`config.mk`:
```
export PLATFORM = sky130hd
export DESIGN_NAME = nib_alu
export DESIGN_NICKNAME = d
export VERILOG_FILES = /design/src/rtl/nib_alu_pkg.sv /design/src/rtl/nib_alu_core.sv /design/src/rtl/nib_alu_detect.sv /design/src/rtl/nib_alu_seq.sv /design/src/rtl/nib_alu.sv
export SDC_FILE = /design/constraint.sdc
export NUM_CORES = 1
export LEC_CHECK = 0
export CAP_MARGIN = 20
export CELL_PAD_IN_SITES_DETAIL_PLACEMENT = 1
export CELL_PAD_IN_SITES_GLOBAL_PLACEMENT = 1
export CORE_MARGIN = 2
export CORE_UTILIZATION = 39
export CTS_CLUSTER_SIZE = 16
export DETAILED_ROUTE_END_ITERATION = 8
export PLACE_DENSITY_LB_ADDON = 0.1
export SETUP_SLACK_MARGIN = 0.2
export SKIP_CTS_REPAIR_TIMING = 1
export SLEW_MARGIN = 15
export SYNTH_ARGS = -nofsm -noshare
export SYNTH_HDL_FRONTEND = slang
export SYNTH_SLANG_ARGS = --single-unit
```
`constraint.sdc`:
```
create_clock -name clk -period 4.5 [get_ports clk]
set_input_delay 0.9 -clock clk [delete_from_list [all_inputs] [get_ports clk]]
set_output_delay 0.9 -clock clk [all_outputs]
set_load 0.02 [all_outputs]
```
`src/rtl/nib_alu_pkg.sv`:
```
package nib_alu_pkg;

   typedef enum logic [2:0] {
      OP_ADD = 3'd0,
      OP_ADC = 3'd1,
      OP_SUB = 3'd2,
      OP_SBC = 3'd3,
      OP_AND = 3'd4,
      OP_OR  = 3'd5,
      OP_XOR = 3'd6,
      OP_CMP = 3'd7
   } alu_op_e;

   typedef enum logic [1:0] {
      ST_IDLE = 2'd0,
      ST_LO   = 2'd1,
      ST_HI   = 2'd2
   } seq_state_e;

   localparam int FLAG_W    = 8;
   localparam int FLAG_C    = 0;
   localparam int FLAG_PV   = 2;
   localparam int FLAG_H    = 4;
   localparam int FLAG_Z    = 6;
   localparam int FLAG_S    = 7;

   function automatic logic op_is_sub(alu_op_e o);
      return (o == OP_SUB) || (o == OP_SBC) || (o == OP_CMP);
   endfunction

   function automatic logic op_is_logic(alu_op_e o);
      return (o == OP_AND) || (o == OP_OR) || (o == OP_XOR);
   endfunction

endpackage

```
`src/rtl/nib_alu_core.sv`:
```
module nib_alu_core
   import nib_alu_pkg::*;
#(
   parameter int NIB_W       = 4,
   parameter int CARRY_STYLE = 0
) (
   input  alu_op_e          op,
   input  logic [NIB_W-1:0] a,
   input  logic [NIB_W-1:0] b,
   input  logic             cin,
   output logic [NIB_W-1:0] res,
   output logic             cout,
   output logic             c_msb_in
);

   logic [NIB_W-1:0] b_eff;
   logic [NIB_W-1:0] sum;

   assign b_eff = op_is_sub(op) ? ~b : b;

   generate
      if (CARRY_STYLE == 0) begin : g_ripple
         logic [NIB_W:0] cy;
         assign cy[0] = cin;
         for (genvar i = 0; i < NIB_W; i++) begin : g_bit
            assign sum[i]   = a[i] ^ b_eff[i] ^ cy[i];
            assign cy[i+1]  = (a[i] & b_eff[i]) | (cy[i] & (a[i] ^ b_eff[i]));
         end
         assign cout     = cy[NIB_W];
         assign c_msb_in = cy[NIB_W-1];
      end else begin : g_behav
         logic [NIB_W:0]   full;
         logic [NIB_W-1:0] part;
         assign full     = {1'b0, a} + {1'b0, b_eff} + {{NIB_W{1'b0}}, cin};
         assign part     = {1'b0, a[NIB_W-2:0]} + {1'b0, b_eff[NIB_W-2:0]}
                           + {{(NIB_W-1){1'b0}}, cin};
         assign sum      = full[NIB_W-1:0];
         assign cout     = full[NIB_W];
         assign c_msb_in = part[NIB_W-1];
      end
   endgenerate

   always_comb begin
      case (op)
         OP_AND:  res = a & b;
         OP_OR:   res = a | b;
         OP_XOR:  res = a ^ b;
         default: res = sum;
      endcase
   end

endmodule

```
`src/rtl/nib_alu_detect.sv`:
```
module nib_alu_detect #(
   parameter int NIB_W = 4
) (
   input  logic [NIB_W-1:0] val,
   output logic             is_zero,
   output logic             odd_ones
);

   assign is_zero  = (val == '0);
   assign odd_ones = ^val;

endmodule

```
`src/rtl/nib_alu_seq.sv`:
```
module nib_alu_seq
   import nib_alu_pkg::*;
(
   input  logic clk,
   input  logic rst_n,
   input  logic start,
   output logic accept,
   output logic in_lo,
   output logic in_hi
);

   seq_state_e state_q;

   assign accept = (state_q == ST_IDLE) && start;
   assign in_lo  = (state_q == ST_LO);
   assign in_hi  = (state_q == ST_HI);

   always_ff @(posedge clk) begin
      if (!rst_n) begin
         state_q <= ST_IDLE;
      end else begin
         case (state_q)
            ST_IDLE: if (start) state_q <= ST_LO;
            ST_LO:   state_q <= ST_HI;
            default: state_q <= ST_IDLE;
         endcase
      end
   end

   p_lo_then_hi_r2: assert property (@(posedge clk) disable iff (!rst_n)
      in_lo |=> in_hi);

   p_hi_then_idle_r2: assert property (@(posedge clk) disable iff (!rst_n)
      in_hi |=> (!in_lo && !in_hi));

   p_one_phase_r2: assert property (@(posedge clk) disable iff (!rst_n)
      $onehot0({accept, in_lo, in_hi}));

endmodule

```
`src/rtl/nib_alu.sv`:
```
module nib_alu
   import nib_alu_pkg::*;
#(
   parameter int NIB_W       = 4,
   parameter int CARRY_STYLE = 0
) (
   input  logic                 clk,
   input  logic                 rst_n,
   input  logic                 start,
   input  logic [2:0]           op,
   input  logic [2*NIB_W-1:0]   opa,
   input  logic [2*NIB_W-1:0]   opb,
   input  logic                 carry_in,
   output logic [2*NIB_W-1:0]   result,
   output logic [FLAG_W-1:0]    flags,
   output logic                 done
);

   localparam int DATA_W = 2 * NIB_W;

   generate
      if (NIB_W < 2) begin : g_bad_width
         $error("nib_alu: NIB_W must be at least 2");
      end
      if (CARRY_STYLE != 0 && CARRY_STYLE != 1) begin : g_bad_style
         $error("nib_alu: CARRY_STYLE must be 0 or 1");
      end
   endgenerate

   logic accept, in_lo, in_hi;

   nib_alu_seq u_seq (
      .clk    (clk),
      .rst_n  (rst_n),
      .start  (start),
      .accept (accept),
      .in_lo  (in_lo),
      .in_hi  (in_hi)
   );

   logic [DATA_W-1:0] opa_q, opb_q;
   alu_op_e           op_q;
   logic              c0_q;
   alu_op_e           op_in;

   assign op_in = alu_op_e'(op);

   always_ff @(posedge clk) begin
      if (!rst_n) begin
         opa_q <= '0;
         opb_q <= '0;
         op_q  <= OP_ADD;
         c0_q  <= 1'b0;
      end else if (accept) begin
         opa_q <= opa;
         opb_q <= opb;
         op_q  <= op_in;
         case (op_in)
            OP_ADC:         c0_q <= carry_in;
            OP_SUB, OP_CMP: c0_q <= 1'b1;
            OP_SBC:         c0_q <= ~carry_in;
            default:        c0_q <= 1'b0;
         endcase
      end
   end

   logic [NIB_W-1:0] nib_a, nib_b, nib_r;
   logic             nib_cin, nib_cout, nib_cmsb;
   logic             lo_cout_q;

   assign nib_a   = in_hi ? opa_q[DATA_W-1:NIB_W] : opa_q[NIB_W-1:0];
   assign nib_b   = in_hi ? opb_q[DATA_W-1:NIB_W] : opb_q[NIB_W-1:0];
   assign nib_cin = in_hi ? lo_cout_q : c0_q;

   nib_alu_core #(.NIB_W(NIB_W), .CARRY_STYLE(CARRY_STYLE)) u_core (
      .op       (op_q),
      .a        (nib_a),
      .b        (nib_b),
      .cin      (nib_cin),
      .res      (nib_r),
      .cout     (nib_cout),
      .c_msb_in (nib_cmsb)
   );

   logic nib_zero, nib_odd;

   nib_alu_detect #(.NIB_W(NIB_W)) u_detect (
      .val      (nib_r),
      .is_zero  (nib_zero),
      .odd_ones (nib_odd)
   );

   logic [NIB_W-1:0] lo_res_q;
   logic             lo_zero_q, lo_odd_q;

   always_ff @(posedge clk) begin
      if (!rst_n) begin
         lo_res_q  <= '0;
         lo_cout_q <= 1'b0;
         lo_zero_q <= 1'b0;
         lo_odd_q  <= 1'b0;
      end else if (in_lo) begin
         lo_res_q  <= nib_r;
         lo_cout_q <= nib_cout;
         lo_zero_q <= nib_zero;
         lo_odd_q  <= nib_odd;
      end
   end

   logic [FLAG_W-1:0] flags_d;

   always_comb begin
      flags_d         = '0;
      flags_d[FLAG_Z] = lo_zero_q & nib_zero;
      flags_d[FLAG_S] = nib_r[NIB_W-1];
      if (op_is_logic(op_q)) begin
         flags_d[FLAG_C]  = 1'b0;
         flags_d[FLAG_H]  = (op_q == OP_AND);
         flags_d[FLAG_PV] = ~(lo_odd_q ^ nib_odd);
      end else begin
         flags_d[FLAG_C]  = op_is_sub(op_q) ? ~nib_cout  : nib_cout;
         flags_d[FLAG_H]  = op_is_sub(op_q) ? ~lo_cout_q : lo_cout_q;
         flags_d[FLAG_PV] = nib_cmsb ^ nib_cout;
      end
   end

   logic [DATA_W-1:0] result_q;
   logic [FLAG_W-1:0] flags_q;
   logic              done_q;

   always_ff @(posedge clk) begin
      if (!rst_n) begin
         result_q <= '0;
         flags_q  <= '0;
         done_q   <= 1'b0;
      end else begin
         done_q <= in_hi;
         if (in_hi) begin
            flags_q <= flags_d;
            if (op_q != OP_CMP) result_q <= {nib_r, lo_res_q};
         end
      end
   end

   assign result = result_q;
   assign flags  = flags_q;
   assign done   = done_q;

   p_done_single_r2: assert property (@(posedge clk) disable iff (!rst_n)
      done |=> !done);

   p_logic_no_carry_r7: assert property (@(posedge clk) disable iff (!rst_n)
      (done && op_is_logic(op_q)) |-> !flags[FLAG_C]);

   p_zero_match_r9: assert property (@(posedge clk) disable iff (!rst_n)
      (done && op_q != OP_CMP) |-> (flags[FLAG_Z] == (result == '0)));

   p_sign_match_r9: assert property (@(posedge clk) disable iff (!rst_n)
      (done && op_q != OP_CMP) |-> (flags[FLAG_S] == result[DATA_W-1]));

   p_cmp_hold_r10: assert property (@(posedge clk) disable iff (!rst_n)
      (done && op_q == OP_CMP) |-> (result == $past(result)));

   p_idle_stable_r11: assert property (@(posedge clk) disable iff (!rst_n)
      !done |-> ($stable(flags) && $stable(result)));

   p_spare_bits_r11: assert property (@(posedge clk) disable iff (!rst_n)
      done |-> (!flags[1] && !flags[3] && !flags[5]));

endmodule

```
==> results.sh, run 1 <==
export IMPL_ir_drop_mv=0.1690
export IMPL_drtIter0Drc=91
export IMPL_clk_latency_ps=290
export IMPL_clk_pin_slew_ps=90
export IMPL_syn_area_um2=2232
export IMPL_place_gp_congestion=0.8596
export IMPL_tightestPinTransition_ps=671.6
export IMPL_grt_usage_pct=19.17
export IMPL_ys_top_cells_by_area="dfxtp_1 39%, nand2_1 7.9%, a21oi_1 5.8%, ha_1 5.6%, mux2i_1 4.5%"
export IMPL_syn_avg_cell_area_um2=8.392
export IMPL_synth_edf_count=0
export IMPL_grt_overflow_total=0
export IMPL_critical_path_required_ps=4660
export IMPL_antennaDiodeCount=0
export IMPL_synth_ff_type="dfxtp_1"
export IMPL_viasPerCell=5.211
export IMPL_async_flop_share_pct=0
export IMPL_core_area_um2=5507
export IMPL_fmaxAchievable_ghz=0.2442
export IMPL_drt_first_pass_iters=4
export IMPL_place_area_um2=2641
export IMPL_r2r_slack_ps=400
export IMPL_synth_warnings=0
export IMPL_worstHoldPathType="reg2reg"
export IMPL_dp_slack_ps=191.1
export IMPL_initial_core_util_pct=40.54
export IMPL_dp_hpwl_um=4200
export IMPL_grt_setup_unrepaired="false"
export IMPL_synthToLayoutAreaGrowth_pct=25.17
export IMPL_ys_ff_latch=43
export IMPL_finalWirelength_um=5572
export IMPL_synthCells=266
export IMPL_power_uw=938.5
export IMPL_die_h_um=79.66
export IMPL_cp_arrival_ps=4260
export IMPL_fin_crit_sh_pct=91.02
export IMPL_yosysTopAreaCell="dfxtp_1"
export IMPL_setup_tns_ps=0
export IMPL_io_buffer_count=36
export IMPL_ant_nets=0
export IMPL_drv_slew=0
export IMPL_outcome="completed"
export IMPL_holdCritStartpoint="flags[6]"
export IMPL_r2r_start="u_seq.state_q[1]"
export IMPL_critPathLaunchType="register"
export IMPL_post_route_min_period_ps=4096
export IMPL_finClkSkew_ps=8.719
export IMPL_crit_path_max_fanout=6
export IMPL_worstHoldPathCells=2
export IMPL_cts_path_max_buffers=2
export IMPL_setup_viol=0
export IMPL_pin_count=40
export IMPL_die_area_um2=6345
export IMPL_design_area_um2=2794
export IMPL_worst_hold_path_endpoint="flags[6]"
export IMPL_h_tree_depth=2
export IMPL_yosysUniqueCellTypes=41
export IMPL_r2r_end="flags[2]"
export IMPL_wl_per_cell_um=15.06
export IMPL_rr_worst_depth=15
export IMPL_cts_buffers=5
export IMPL_nNetsFinal=334
export IMPL_grt_pass1_vias=1938
export IMPL_drive_above_1_share_pct=8.389
export IMPL_relSlewSlack_pct=55.13
export IMPL_antenna_found_initial=0
export IMPL_grt_max_degree=33
export IMPL_die_w_um=79.66
export IMPL_setup_ws_ps=404.3
export IMPL_drc=0
export IMPL_cts_root_buf="clkbuf_8"
export IMPL_path_class="reg2reg"
export IMPL_hold_viol=0
export IMPL_cts_tree="built"
export IMPL_yosys_area_top_type_share_pct=38.57
export IMPL_critPathCaptureType="register"
export IMPL_rows=27
export IMPL_grt_pass1_wl_um=9563
export IMPL_vias=1928
export IMPL_max_cap_violations=0
export IMPL_cellLeakagePower_nw=1.095
export IMPL_ys_seq_area_share_pct=38.57
export IMPL_clock_sinks=43
export IMPL_power_density_nw_per_um2=335.9
export IMPL_utilization_pct=50.74
==> where the power goes <==
part	switching (mW)	total, mW	leakage [nW]	internal [mW]
registers	0.0146	0.415	0.351	0.400
clock network	0.133	0.313	0.0612	0.180
logic	0.112	0.211	0.682	0.0988
==> synth_stat cells (all sizes together) (5+ instances only) <==
library cell / instances
mux2i: 10
dfxtp: 43
nand2: 47
a21oi: 26
nand3: 12
nor2: 8
ha: 10
o21ai: 10
xnor2: 5
clkbuf: 11
nor2b: 6
inv: 15
buf: 8
==> how the worst max path moves through the flow <==
stage               depth (start not counted)  slack, ps        to             start
detailed placement                         15        190  flags[2]  u_seq.state_q[1]
global route                               15        200  flags[2]  u_seq.state_q[1]
floorplan                                  16        500  flags[2]  u_seq.state_q[1]
global placement                           15        370  flags[2]  u_seq.state_q[1]
finish                                     15        400  flags[2]  u_seq.state_q[1]
CTS                                        15        170  flags[2]  u_seq.state_q[1]
==> layout make-up <==
class,instances,area [µm²]
clock inverter,2,35.03
inverter,15,56.30
clock buffer,6,82.58
timing repair buffer,41,401.6
multi-input combinational,191,1266
tap,72,90.09
fill,678,2713
sequential,43,862.1
==> cells by family (layout without fill, tap and decap cells) <==
| group | count (synthesis) | count (layout) | synth area share (%) |
|---|---|---|---|
| AND/OR/NAND/NOR | 97 | 97 | 21.24 |
| flip-flops | 43 | 43 | 38.57 |
| XOR/XNOR | 7 | 7 | 2.747 |
| multiplexers | 11 | 11 | 4.989 |
| adder cells (fa/ha/maj) | 14 | 14 | 9.193 |
| buffers and inverters | 34 | 64 | 6.614 |
| other | 1 | 3 | 0.1680 |
| AO/OA/AOI/OAI | 59 | 59 | 16.48 |
==> critical path, cell delays in order (launching register included) <==
cell      delay (ps)
dfxtp_2          400
nor2b_2          220
mux2i_2          290
xnor2_1          120
fa_1             390
inv_1             80
fa_1             170
inv_1             60
fa_1             410
fa_1             470
a32o_1           270
or2_2            310
ha_1             320
xnor2_2          220
xnor2_1          140
o221ai_1         110
==> routing by layer <==
metal / vias up / GRT usage, % / share of wire, %
met1: 918 / 24.58 / 47
met2: 34 / 33.45 / 49
met3: 4 / 3.394 / 3.0
li1: 972 / - / -
met5: - / 0 / 0
met4: 0 / 4.310 / 0.81
==> per-stage QoR <==
step / cells / hold slack [ps]
2_1_floorplan: 268 / 435.7
3_3_place_gp: 362 / 441.9
3_5_place_dp: 362 / 453.9
4_1_cts: 370 / 466.3
5_1_grt: 370 / 488.4
6_report: 370 / 459.7
==> cell usage in the layout, fill, tap and decap left out, types with 4 or more instances in the layout <==
| cell | count |
|---|---|
| a211oi_1 | 4 |
| a21oi_1 | 26 |
| and2_1 | 4 |
| buf_4 | 4 |
| clkbuf_8 | 6 |
| clkdlybuf4s50_1 | 36 |
| dfxtp_1 | 42 |
| fa_1 | 4 |
| ha_1 | 10 |
| inv_1 | 14 |
| mux2i_1 | 7 |
| nand2_1 | 47 |
| nand3_1 | 12 |
| nor2_1 | 8 |
| nor2b_1 | 5 |
| o21ai_0 | 10 |
| xnor2_1 | 4 |
==> state kept, by name (all words and copies together) (netlist names) <==
register	flops
lo_cout_q	1
flags	5
op_q	3
lo_odd_q	1
result	8
lo_zero_q	1
lo_res_q	4
c0_q	1
done	1
opa_q	8
opb_q	8
u_seq.state_q	2
No activity file was read; power rests on OpenSTA's default activity.
==> run 2, diff against run 1 <==
==> constraint.sdc (replaced) <==
create_clock -name clk -period 4.1 [get_ports clk]
set_input_delay 0.82 -clock clk [delete_from_list [all_inputs] [get_ports clk]]
set_output_delay 0.82 -clock clk [all_outputs]
set_load 0.02 [all_outputs]
==> run 2 against run 1 <==
Compared with the run above: sequential power rose by 9.4%; die area did not move; non-clock buffer count increased by 15; worst setup slack lost 70 ps; register-to-register slack worse by 70 ps; critical path type unchanged; largest power group unchanged; highest routed layer unchanged.
==> results.sh, run 2 (same netlist as run 1, synthesis figures left out) <==
export IMPL_cts_buffers=5
export IMPL_die_w_um=79.66
export IMPL_cts_tree="built"
export IMPL_max_cap_violations=0
export IMPL_finClkSkew_ps=6.303
export IMPL_pin_count=40
export IMPL_ir_drop_mv=0.1772
export IMPL_grt_pass1_vias=1956
export IMPL_die_area_um2=6345
export IMPL_critPathCaptureType="register"
export IMPL_hold_ws_ps=459.3
export IMPL_cp_arrival_ps=3930
export IMPL_multi_input_area_um2=1315
export IMPL_fin_cells=385
export IMPL_viasPerCell=5.296
export IMPL_drv_slew=0
export IMPL_hold_viol=0
export IMPL_clock_sinks=43
export IMPL_die_h_um=79.66
export IMPL_final_seq_area_um2=865.8
export IMPL_grt_max_degree=33
export IMPL_clk_latency_ps=300
export IMPL_core_area_um2=5507
export IMPL_outcome="completed"
export IMPL_fillerInstances=653
export IMPL_r2r_start="u_seq.state_q[1]"
export IMPL_h_tree_depth=2
export IMPL_vias=2039
export IMPL_grt_overflow_total=0
export IMPL_wl_per_cell_um=15.42
export IMPL_antennaDiodeCount=0
export IMPL_ant_nets=0
export IMPL_initial_core_util_pct=40.54
export IMPL_tightestPinTransition_ps=615.5
export IMPL_final_cell_mix="47 x nand2_1, 41 x dfxtp_1, 36 x clkdlybuf4s50_1, 26 x a21oi_1, 19 x buf_4"
export IMPL_nNetsFinal=349
export IMPL_r2r_slack_ps=330
export IMPL_cts_path_max_buffers=2
export IMPL_dp_cells=369
export IMPL_fmaxAchievable_ghz=0.2655
export IMPL_drc=0
export IMPL_drt_first_pass_iters=4
export IMPL_synthToLayoutAreaGrowth_pct=33.24
export IMPL_setup_viol=0
export IMPL_finalWirelength_um=5935
export IMPL_critPathLaunchType="register"
export IMPL_path_class="reg2reg"
export IMPL_power_mw=1.120
export IMPL_grt_setup_unrepaired="true"
export IMPL_grt_pass1_wl_um=9653
export IMPL_critical_path_required_ps=4270
export IMPL_grt_usage_pct=19.61
export IMPL_drtIter0Drc=107
export IMPL_crit_path_max_fanout=4
export IMPL_drive_above_1_share_pct=15.65
export IMPL_cts_root_buf="clkbuf_8"
export IMPL_holdCritStartpoint="opa_q[3]"
export IMPL_power_density_nw_per_um2=376.7
export IMPL_place_gp_congestion=0.8845
export IMPL_crit_start="u_seq.state_q[1]"
export IMPL_dp_hpwl_um=4252
export IMPL_post_route_min_period_ps=3766
export IMPL_clk_pin_slew_ps=80
export IMPL_final_common_cell="nand2_1"
export IMPL_worstHoldPathType="reg2reg"
export IMPL_fin_crit_sh_pct=91.85
export IMPL_antenna_found_initial=0
export IMPL_relSlewSlack_pct=58.88
export IMPL_rows=27
export IMPL_io_buffer_count=36
export IMPL_cellLeakagePower_nw=1.187
export IMPL_setup_tns_ps=0
-- run 2: changes by cell type in the layout (fill, tap and decap cells not counted), moves of 2 or more --
| cell | change |
|---|---|
| fa_2 | +3 |
| buf_4 | +15 |
| inv_2 | +2 |
| inv_1 | -2 |
| fa_1 | -3 |
-- run 2: through the flow --
| step | cell area, µm² | worst slack, ps | utilization, % |
|---|---|---|---|
| 2_1_floorplan | 2256 | 204.5 | - |
| 6_report | 2974 | 334.2 | 54.01 |
| 3_3_place_gp | 2706 | 124.4 | 49.15 |
| 5_1_grt | 2974 | 166.1 | 54.01 |
| 4_1_cts | 2839 | -39.47 | 51.56 |
| 3_5_place_dp | 2706 | -15.11 | 49.15 |
-- run 2: worst paths after layout --
check,to,depth (start not counted)
setup / recovery,flags[2],16
hold / removal,opa_q[3],2
setup reg to reg,flags[2],16
hold reg to reg,opa_q[3],2
-- run 2: critical path, stage by stage, from the launching register on --
cell      delay [ps]
dfxtp_2          330
nor2b_4          130
buf_6            120
mux2i_4          270
xnor2_2          110
fa_2             340
inv_2             70
fa_2             200
inv_2             40
fa_2             370
fa_1             490
a32o_2           270
or2_4            240
ha_4             270
xnor2_2          120
xnor2_1          130
o221ai_1         130
-- run 2: cell type report --
cell class	count	share of cell area, %
clock inverters	2	2.019
inverters	15	1.893
flip-flops and latches	43	29.11
well taps	72	3.029
multi-input cells	191	44.22
clock buffers	6	2.440
repair buffers	56	17.29
-- run 2: power by group --
part	switching (mW)	leakage, nW	internal, mW
clock	0.145	0.0654	0.243
combinational	0.136	0.770	0.142
sequential	0.0146	0.352	0.439
-- run 2: routing by layer --
metal / vias to the layer above / GRT usage, % / part of all wire (%)
met2: 53 / 32.52 / 48
li1: 998 / - / -
met1: 976 / 25.67 / 46
met4: 0 / 6.724 / 2.1
met5: - / 0 / 0
met3: 12 / 3.394 / 3.5
==> run 3, diff against run 2 <==
--- a/config.mk
+++ b/config.mk
@@ -12,6 +12,7 @@
 export CORE_UTILIZATION = 39
 export CTS_CLUSTER_SIZE = 16
 export DETAILED_ROUTE_END_ITERATION = 8
+export HOLD_SLACK_MARGIN = 0.1
 export PLACE_DENSITY_LB_ADDON = 0.1
 export SETUP_SLACK_MARGIN = 0.2
 export SKIP_CTS_REPAIR_TIMING = 1
==> results of run 3 <==
Final layout, timing and power as in run 2 (identical DEF).
